File: src/rtl/mmio_uart_pkg.sv
package mmio_uart_pkg;
  localparam int FINE_W = 12;
  localparam int SEL_W  = 3;
  localparam int LEN_W  = FINE_W + 14;   // (fine+1) << (12+1)

  localparam int EN_BIT     = 28;
  localparam int CTS_BIT    = 21;
  localparam int RTS_BIT    = 20;
  localparam int PAR_ON_BIT = 23;
  localparam int PAR_ODD_BIT = 22;
  localparam int SEL_LO     = 24;
  localparam logic [31:0] CTRL_MASK = 32'h17F0_0FFF;

  typedef struct packed {
    logic             en;
    logic             parEn;
    logic             parOdd;
    logic             ctsEn;
    logic [LEN_W-1:0] bitLen;
  } uartCfg_t;

  typedef struct packed {
    logic       txLoad;
    logic [7:0] txByte;
  } uartStb_t;

  typedef struct packed {
    logic       valid;
    logic [7:0] data;
    logic       perr;
    logic       ferr;
  } rxEvt_t;

  typedef enum logic [1:0] {RX_IDLE, RX_START, RX_BITS} rxState_t;

  // log2 of the coarse divider for each select value
  function automatic logic [3:0] ladderShift(input logic [SEL_W-1:0] sel);
    case (sel)
      3'd0: ladderShift = 4'd1;
      3'd1: ladderShift = 4'd2;
      3'd2: ladderShift = 4'd3;
      3'd3: ladderShift = 4'd6;
      3'd4: ladderShift = 4'd7;
      3'd5: ladderShift = 4'd10;
      3'd6: ladderShift = 4'd11;
      default: ladderShift = 4'd12;
    endcase
  endfunction
endpackage

File: src/rtl/mmio_uart_ctrl.sv
module mmio_uart_ctrl
  import mmio_uart_pkg::*;
#(
  parameter int ADDR_W = 4
) (
  input  logic              clk,
  input  logic              rstN,
  input  logic              busSel,
  input  logic              busWe,
  input  logic [ADDR_W-1:0] busAddr,
  input  logic [31:0]       busWdata,
  output logic [31:0]       busRdata,
  input  logic              txBusy,
  input  rxEvt_t            rxEvt,
  output uartCfg_t          cfg,
  output uartStb_t          stb,
  output logic              rtsN,
  output logic              irqRx
);
  localparam int WSEL_W = ADDR_W - 2;

  logic [31:0] ctrlQ;
  logic [7:0]  rxByte;
  logic        avail, ovr, ferr, perr;
  logic        aligned, isCtrl, isData, dataRd;

  assign aligned = (busAddr[1:0] == 2'b00);
  assign isCtrl  = busSel && aligned && (busAddr[ADDR_W-1:2] == WSEL_W'(0));
  assign isData  = busSel && aligned && (busAddr[ADDR_W-1:2] == WSEL_W'(1));
  assign dataRd  = isData && !busWe;

  always_comb begin
    cfg.en     = ctrlQ[EN_BIT];
    cfg.parEn  = ctrlQ[PAR_ON_BIT];
    cfg.parOdd = ctrlQ[PAR_ODD_BIT];
    cfg.ctsEn  = ctrlQ[CTS_BIT];
    cfg.bitLen = (LEN_W'(ctrlQ[FINE_W-1:0]) + LEN_W'(1))
                 << (ladderShift(ctrlQ[SEL_LO +: SEL_W]) + 4'd1);
  end

  assign stb.txLoad = isData && busWe && ctrlQ[EN_BIT] && !txBusy;
  assign stb.txByte = busWdata[7:0];
  assign rtsN       = ctrlQ[RTS_BIT] && avail;

  always_comb begin
    busRdata = '0;
    if (isCtrl)      busRdata = {ctrlQ[31] | txBusy, ctrlQ[30:0]};
    else if (isData) busRdata = {avail, ovr, ferr, perr, 20'd0, rxByte};
  end

  always_ff @(posedge clk) begin
    if (!rstN) begin
      ctrlQ  <= '0;
      rxByte <= '0;
      avail  <= 1'b0;
      ovr    <= 1'b0;
      ferr   <= 1'b0;
      perr   <= 1'b0;
      irqRx  <= 1'b0;
    end else begin
      if (isCtrl && busWe) ctrlQ <= busWdata & CTRL_MASK;
      avail <= (avail && !dataRd) || rxEvt.valid;
      ovr   <= (ovr && !dataRd) || (rxEvt.valid && avail && !dataRd);
      ferr  <= (ferr && !dataRd) || (rxEvt.valid && rxEvt.ferr);
      perr  <= (perr && !dataRd) || (rxEvt.valid && rxEvt.perr);
      irqRx <= rxEvt.valid;
      if (rxEvt.valid) rxByte <= rxEvt.data;
    end
  end

  // a data read without a simultaneous arrival leaves every flag clear
  p_rd_clear_r6: assert property (@(posedge clk) disable iff (!rstN)
    (dataRd && !rxEvt.valid) |=> (!avail && !ovr && !ferr && !perr));

  // an arriving byte is stored, flagged and signalled together
  p_rx_store_r7: assert property (@(posedge clk) disable iff (!rstN)
    rxEvt.valid |=> (avail && irqRx && rxByte == $past(rxEvt.data)));

  // completion on top of unread data records an overrun
  p_overrun_r11: assert property (@(posedge clk) disable iff (!rstN)
    (rxEvt.valid && avail && !dataRd) |=> ovr);

  // a port disabled for two cycles has an idle transmitter
  p_disabled_idle_r4: assert property (@(posedge clk) disable iff (!rstN)
    (!ctrlQ[EN_BIT] && !$past(ctrlQ[EN_BIT])) |-> !txBusy);
endmodule

File: src/rtl/mmio_uart_dp.sv
module mmio_uart_dp
  import mmio_uart_pkg::*;
(
  input  logic     clk,
  input  logic     rstN,
  input  uartCfg_t cfg,
  input  uartStb_t stb,
  input  logic     ctsN,
  input  logic     rxIn,
  output logic     txOut,
  output logic     txBusy,
  output logic     irqTx,
  output rxEvt_t   rxEvt
);
  // ---------------- transmitter ----------------
  logic             txWait, txActive;
  logic [10:0]      txSh;
  logic [3:0]       txLeft;
  logic [LEN_W-1:0] txCnt;
  logic             ctsF1, ctsF2;
  logic             txPar;

  assign txPar  = (^stb.txByte) ^ cfg.parOdd;
  assign txBusy = txWait || txActive;
  assign txOut  = txActive ? txSh[0] : 1'b1;

  always_ff @(posedge clk) begin
    if (!rstN) begin
      txWait <= 1'b0; txActive <= 1'b0; txSh <= '1; txLeft <= '0;
      txCnt <= '0; irqTx <= 1'b0; ctsF1 <= 1'b1; ctsF2 <= 1'b1;
    end else begin
      ctsF1 <= ctsN;
      ctsF2 <= ctsF1;
      irqTx <= 1'b0;
      if (!cfg.en) begin
        txWait   <= 1'b0;
        txActive <= 1'b0;
      end else if (stb.txLoad) begin
        txWait <= 1'b1;
        txSh   <= cfg.parEn ? {1'b1, txPar, stb.txByte, 1'b0}
                            : {2'b11, stb.txByte, 1'b0};
        txLeft <= cfg.parEn ? 4'd11 : 4'd10;
      end else if (txWait) begin
        if (!cfg.ctsEn || !ctsF2) begin
          txWait   <= 1'b0;
          txActive <= 1'b1;
          txCnt    <= '0;
        end
      end else if (txActive) begin
        if (txCnt == cfg.bitLen - LEN_W'(1)) begin
          txCnt  <= '0;
          txSh   <= {1'b1, txSh[10:1]};
          txLeft <= txLeft - 4'd1;
          if (txLeft == 4'd1) begin
            txActive <= 1'b0;
            irqTx    <= 1'b1;
          end
        end else begin
          txCnt <= txCnt + LEN_W'(1);
        end
      end
    end
  end

  // ---------------- receiver ----------------
  rxState_t         rxState;
  logic             rxF1, rxF2, rxPrev;
  logic [LEN_W-1:0] rxCnt;
  logic [3:0]       rxIdx;
  logic [7:0]       rxData;
  logic             rxParBit;
  logic [LEN_W-1:0] halfLen;

  assign halfLen = cfg.bitLen >> 1;

  always_ff @(posedge clk) begin
    if (!rstN) begin
      rxState <= RX_IDLE; rxF1 <= 1'b1; rxF2 <= 1'b1; rxPrev <= 1'b1;
      rxCnt <= '0; rxIdx <= '0; rxData <= '0; rxParBit <= 1'b0; rxEvt <= '0;
    end else begin
      rxF1   <= rxIn;
      rxF2   <= rxF1;
      rxPrev <= rxF2;
      rxEvt.valid <= 1'b0;
      if (!cfg.en) begin
        rxState <= RX_IDLE;
      end else begin
        case (rxState)
          RX_IDLE: if (rxPrev && !rxF2) begin
            rxState <= RX_START;
            rxCnt   <= '0;
          end
          RX_START: if (rxCnt == halfLen - LEN_W'(1)) begin
            rxCnt   <= '0;
            rxIdx   <= '0;
            rxState <= rxF2 ? RX_IDLE : RX_BITS;
          end else begin
            rxCnt <= rxCnt + LEN_W'(1);
          end
          RX_BITS: if (rxCnt == cfg.bitLen - LEN_W'(1)) begin
            rxCnt <= '0;
            rxIdx <= rxIdx + 4'd1;
            if (rxIdx < 4'd8) rxData[rxIdx[2:0]] <= rxF2;
            else if (cfg.parEn && rxIdx == 4'd8) rxParBit <= rxF2;
            if (rxIdx == (cfg.parEn ? 4'd9 : 4'd8)) begin
              rxState    <= RX_IDLE;
              rxEvt.valid <= 1'b1;
              rxEvt.data <= rxData;
              rxEvt.ferr <= !rxF2;
              rxEvt.perr <= cfg.parEn && (rxParBit != ((^rxData) ^ cfg.parOdd));
            end
          end else begin
            rxCnt <= rxCnt + LEN_W'(1);
          end
          default: rxState <= RX_IDLE;
        endcase
      end
    end
  end

  // the control side never loads a busy transmitter
  p_no_load_busy_r10: assert property (@(posedge clk) disable iff (!rstN)
    stb.txLoad |-> !txBusy);

  // the finish pulse is single and only seen when idle
  p_txirq_single_r8: assert property (@(posedge clk) disable iff (!rstN)
    irqTx |=> !irqTx);
  p_txirq_idle_r8: assert property (@(posedge clk) disable iff (!rstN)
    irqTx |-> !txBusy);

  // a parked frame stays parked while the handshake is withheld
  p_cts_hold_r9: assert property (@(posedge clk) disable iff (!rstN)
    (cfg.en && txWait && cfg.ctsEn && ctsF2) |=> (txWait && !txActive));
endmodule

File: src/rtl/mmio_uart.sv
module mmio_uart
  import mmio_uart_pkg::*;
#(
  parameter int ADDR_W = 4
) (
  input  logic              clk,
  input  logic              rstN,
  input  logic              busSel,
  input  logic              busWe,
  input  logic [ADDR_W-1:0] busAddr,
  input  logic [31:0]       busWdata,
  output logic [31:0]       busRdata,
  output logic              txOut,
  input  logic              rxIn,
  input  logic              ctsN,
  output logic              rtsN,
  output logic              irqTx,
  output logic              irqRx
);
  uartCfg_t cfg;
  uartStb_t stb;
  rxEvt_t   rxEvt;
  logic     txBusy;

  mmio_uart_ctrl #(.ADDR_W(ADDR_W)) ctrl_i (
    .clk(clk), .rstN(rstN), .busSel(busSel), .busWe(busWe), .busAddr(busAddr),
    .busWdata(busWdata), .busRdata(busRdata), .txBusy(txBusy), .rxEvt(rxEvt),
    .cfg(cfg), .stb(stb), .rtsN(rtsN), .irqRx(irqRx)
  );

  mmio_uart_dp dp_i (
    .clk(clk), .rstN(rstN), .cfg(cfg), .stb(stb), .ctsN(ctsN), .rxIn(rxIn),
    .txOut(txOut), .txBusy(txBusy), .irqTx(irqTx), .rxEvt(rxEvt)
  );
endmodule

File: config.mk
export PLATFORM = sky130hd
export DESIGN_NAME = mmio_uart
export DESIGN_NICKNAME = d
export VERILOG_FILES = /design/src/rtl/mmio_uart_pkg.sv /design/src/rtl/mmio_uart_ctrl.sv /design/src/rtl/mmio_uart_dp.sv /design/src/rtl/mmio_uart.sv
export SDC_FILE = /design/constraint.sdc
export NUM_CORES = 1
export LEC_CHECK = 0
export CAP_MARGIN = 20
export CORE_MARGIN = 10
export CORE_UTILIZATION = 36
export CTS_BUF_LIST = sky130_fd_sc_hd__clkbuf_4 sky130_fd_sc_hd__clkbuf_8
export DETAILED_ROUTE_END_ITERATION = 6
export GPL_TIMING_DRIVEN = 0
export PLACE_DENSITY_LB_ADDON = 0.05
export SKIP_CTS_REPAIR_TIMING = 1
export SYNTH_ARGS = -nofsm -noshare
export SYNTH_HDL_FRONTEND = slang
export SYNTH_SLANG_ARGS = --single-unit
File: constraint.sdc
create_clock -name clk -period 15.85 [get_ports clk]
set_input_delay 3.17 -clock clk [delete_from_list [all_inputs] [get_ports clk]]
set_output_delay 3.17 -clock clk [all_outputs]
set_load 0.005 [all_outputs]
Word-level counts from Yosys, hierarchy flattened
Cells that the tools add are included. Widths: inputs -> output; s select.

Reduce and logical (&&, ||, !) cells: 56. Shift-type cells: 1. Eq/ne operators: 22. Multiplexer cells: 45. Bitwise operators: 8. $add $sub $neg: 8. $lt $le $gt $ge: 3.

Operator list (count): $mux 26 (7); $eq 26x26->1 (3); $pmux 26 s3 (1); $mux 32 (2); $mux 11 (5); $add 26x1->26 const B (2); $pmux 4 s7 (1); $reduce_and 4->1 (7); $shl 26x4->26 (1); $sub 25x1->26 const B (1); $sub 26x1->26 const B (1); $mux 4 (6); $logic_and 1x1->1 (21); $reduce_xor 8->1 (2); $add 12x1->13 const B (1); $mux 1 (13); $mux 10 (1); $mux 2 (5); $eq 3x3->1 const B (3); $add 4x1->4 const B (2); $bwmux 8 (1); $ne 2x1->1 const B (4); $pmux 4 s2 (1); $reduce_bool 2->1 (4); 26 further kinds (48).

Logic and storage cells: 170. Input port bits: 42. Register bits: 134.

Depth between registers and ports, before layout
Depth after elaboration: 10. Mapped depth: 29. Depth with buffers taken out: 21.

Modules after synthesis
From an unflattened synthesis, not the netlist that was laid out.

Cell total of the unflattened synthesis: 1449. Area total of the unflattened synthesis: 11288.3 um^2.

By module, submodules not included: mmio_uart_dp (cells each 1037, times used 1, sequential area each 2001.9 um^2, area each 8207.9 um^2); mmio_uart_ctrl (cells each 412, times used 1, sequential area each 660.6 um^2, area each 3080.5 um^2).

Worst setup path after synthesis
Ideal clock, no wire load.

Path type: in2out. From: input busAddr[1]. To: output busRdata[11]. Buffers on the path: 1. Stages on the path: 4. Required time: 12.680 ns. Arrival time: 4.404 ns. Slack: 8.276 ns. Cell sequence: or4b_2 -> clkbuf_1 -> nor2_1 -> and2_1.

Cells in the longest elaborated chain, start to end: 4.

RTL lines: start, declared (line mmio_uart.sv:10) `input logic [ADDR_W-1:0] busAddr,`; $logic_not 2->1 (line mmio_uart_ctrl.sv:27) `assign aligned = (busAddr[1:0] == 2'b00);`; $logic_and 1x1->1 (2 in series) (line mmio_uart_ctrl.sv:28) `assign isCtrl = busSel && aligned && (busAddr[ADDR_W-1:2] == WSEL_W'(0));`; $mux 32 (line mmio_uart_ctrl.sv:47) `if (isCtrl) busRdata = {ctrlQ[31] | txBusy, ctrlQ[30:0]};`; end, declared (line mmio_uart.sv:12) `output logic [31:0] busRdata,`.

No other way between the ends.

Worst setup path in the final report
From: input busAddr[1]. To: output busRdata[21].

Same word-level chain as after synthesis.

==> impl_metrics.yaml <==
run_status:
  run_status: "finished clean"
sta:
  setup_tns_ps: 0
  setup_viol: 0
  report.final.hold_viol_count: 0
  period_share_pct: 55.82
  skew_ps: 19.54
  rsz0062_at_grt: "no"
  layout_setup_ws_ps: 7002
  final_max_slew_viol_count: 0
  whs_ps: 418.9
  fin_crit_ps: 8848
  slew_headroom_pct: 29.52
  worst_pin_slew_ps: 1031
  timing.fmax_ghz: 0.1130
setup_path:
  endpoint_kind: "primary output"
  cp.arrival_ps: 5680
  worstPathMaxFanout: 10
  criticalPathCategory: "in -> out"
  r2r_slack_ps: 8040
  worstRegToRegCells: 23
  worstReg2RegEnd: "dp_i.txCnt[14]"
  worstSetupStartpointType: "input pin"
  timing.rr.start: "ctrl_i.ctrlQ[26]"
  cp_data_required_time_ps: 12680
clock_tree:
  clock_latency_ps: 480
  cts_buffers: 17
  clockBufferDepth: 2
  cts_tree: "yes"
  cts_num_sinks: 133
  cts-root-buf: "clkbuf_8"
  cts.htree.levels: 4
  clk_pin_slew_worst_paths_ps: 100
routing:
  via_count: 10810
  wl_um: 39210
  vias_per_cell: 5.598
  drcViolationCount: 0
  wl_per_cell_um: 20.31
  antenna_left: 0
  firstDrtPassIters: 5
  drt_iter0_drc: 855
global_route:
  grt_pass1_wl_um: 61400
  grt.overflow.total: 0
  grt_max_degree: 17
  grt_pass1_vias: 10290
  grtUsageTotal_pct: 20.15
  antenna_found_initial: 0
synthesis:
  yosysMostFrequentCell: "nand2_1"
  synthesis.area_um2: 10950
  ys_types: 112
  avgSynthCellArea_um2: 7.567
  synth_edf_count: 0
  synthTopCellsByArea: "dfxtp_1 (24%), xnor2_1 (6.2%), nand2_1 (5.5%)"
  synth.largest_area_cell: "dfxtp_1"
  async_reset_ff_share_pct: 0
  seq_area_frac_synth_pct: 24.32
  synthCells: 1447
  ys.warnings.count: 0
  ys_seq_elements: 133
  yosys-top-cells-count: "nand2_1 (159), dfxtp_1 (133), nor2_1 (98)"
  synth_top_cell_area_share_pct: 24.32
  synth_top_flop_cell: "dfxtp_1"
pwr:
  total_leakage_power_nw: 4.258
  power_density_nw_per_um2: 60.47
  ir_drop_mv: 0.05278
flow_run:
  maxCapViolations: 0
floorplanning:
  ios: 78
  coreArea_um2: 29800
  die_h_um: 194.4
  initial_utilization_pct: 36.75
  rows: 63
  fp.dieW_um: 194.4
  dieArea_um2: 37790
hold_path:
  hold_end: "dp_i.rxF2"
  hp-class: "reg -> reg"
  hp-start: "dp_i.rxF1"
  holdPathStages: 1
placement:
  numPortBuffers: 54
  hpwl_um: 30940
  post-place-ws_ps: 6986
  place_congestion: 0.9233
finish:
  nNetsFinal: 1583
  area_delta_synth_final_pct: 13.26
  diodes: 0
  drive_gt1_share_pct: 9.929
[worst max-delay path by stage]
stage | startpoint | to | slack [ps] | cells after the start
2_1_floorplan | busAddr[1] | busRdata[11] | 8280 | 4
3_3_place_gp | busAddr[1] | busRdata[21] | 7030 | 6
3_5_place_dp | busAddr[1] | busRdata[21] | 6990 | 6
4_1_cts | busAddr[1] | busRdata[21] | 6990 | 6
5_1_grt | busAddr[1] | busRdata[21] | 6820 | 6
6_report | busAddr[1] | busRdata[21] | 7000 | 6
[per-stage QoR]
| step | instances | utilization (%) | power (W) | area, µm² |
|---|---|---|---|---|
| final | 1931 | 41.62 | 0.0007498 | 12400 |
| after global routing | 1931 | 41.62 | 0.0007786 | 12400 |
| after CTS | 1931 | 41.62 | 0.0007562 | 12400 |
| after detailed placement | 1899 | 40.30 | 0.0004480 | 12010 |
| after global placement | 1899 | 40.30 | 0.0004485 | 12010 |
| after floorplan | 1455 | - | 0.0004158 | 10980 |
[final cells by class]
class / count / area, µm²
buffer: 120 / 588.1
clock buffer: 19 / 255.2
clock inverter: 13 / 137.6
fill: 3134 / 17400
inverter: 40 / 150.1
multi-input combinational: 1162 / 7579
sequential: 133 / 2663
tap: 390 / 488.0
timing repair buffer: 54 / 540.5
[report_power, final]
part / total [W] / switching [W] / internal [W]
combinational: 0.000106 / 0.0000632 / 0.0000428
sequential: 0.000335 / 0.000000706 / 0.000335
clock: 0.000308 / 0.000173 / 0.000135
[cell usage in the layout (no fill, tap or decap), drive strengths merged, types with 14 or more instances in the layout]
master,Yosys,layout
o31ai,19,19
buf,54,54
nor2,103,103
o21ai,94,94
nand2b,26,26
inv,40,47
a21oi,91,91
clkbuf,66,85
and2,24,24
clkdlybuf4s50,0,54
nor4,20,20
nand4,35,35
nand2,161,161
nor2b,14,14
xnor2,79,79
dfxtp,133,133
nor3,59,59
and3,33,33
or3,18,18
nand3,78,78
a31oi,30,30
xor2,35,35
mux2i,34,34
[metal layers]
metal  vias up  GRT usage, %  wire length (µm)  part of all wire (%)
li1       5371             -                 -                     -
met1      5119         27.19             18530                    47
met2       275         32.88             18240                    47
met3        45         2.822              1698                   4.3
met4         0         5.196               742                   1.9
met5         -             0                 0                     0
[critical path: stages]
cell and delay [ps]:
clkdlybuf4s50_1 420, or4b_2 660, clkbuf_1 180, nor2_1 510, and2_1 210, clkdlybuf4s50_1 530
[state kept, by name, summed over array words and instances, names as in the netlist, 2 cells and up]
name           count
dp_i.txSh         10
ctrl_i.rxByte      8
dp_i.rxState       2
dp_i.txLeft        4
dp_i.rxEvt        11
dp_i.rxIdx         4
dp_i.rxCnt        26
dp_i.txCnt        26
ctrl_i.ctrlQ      20
dp_i.rxData        8
[logic make-up after synthesis]
| group | share of synthesized area, % |
|---|---|
| flops | 24.32 |
| other cells | 0.03425 |
| mux | 3.725 |
| compound gates | 21.40 |
| fa+ha+maj | 1.486 |
| buf+inv | 6.742 |
| xor+xnor | 11.34 |
| simple gates | 30.96 |
(Power assumes the default switching activity.)
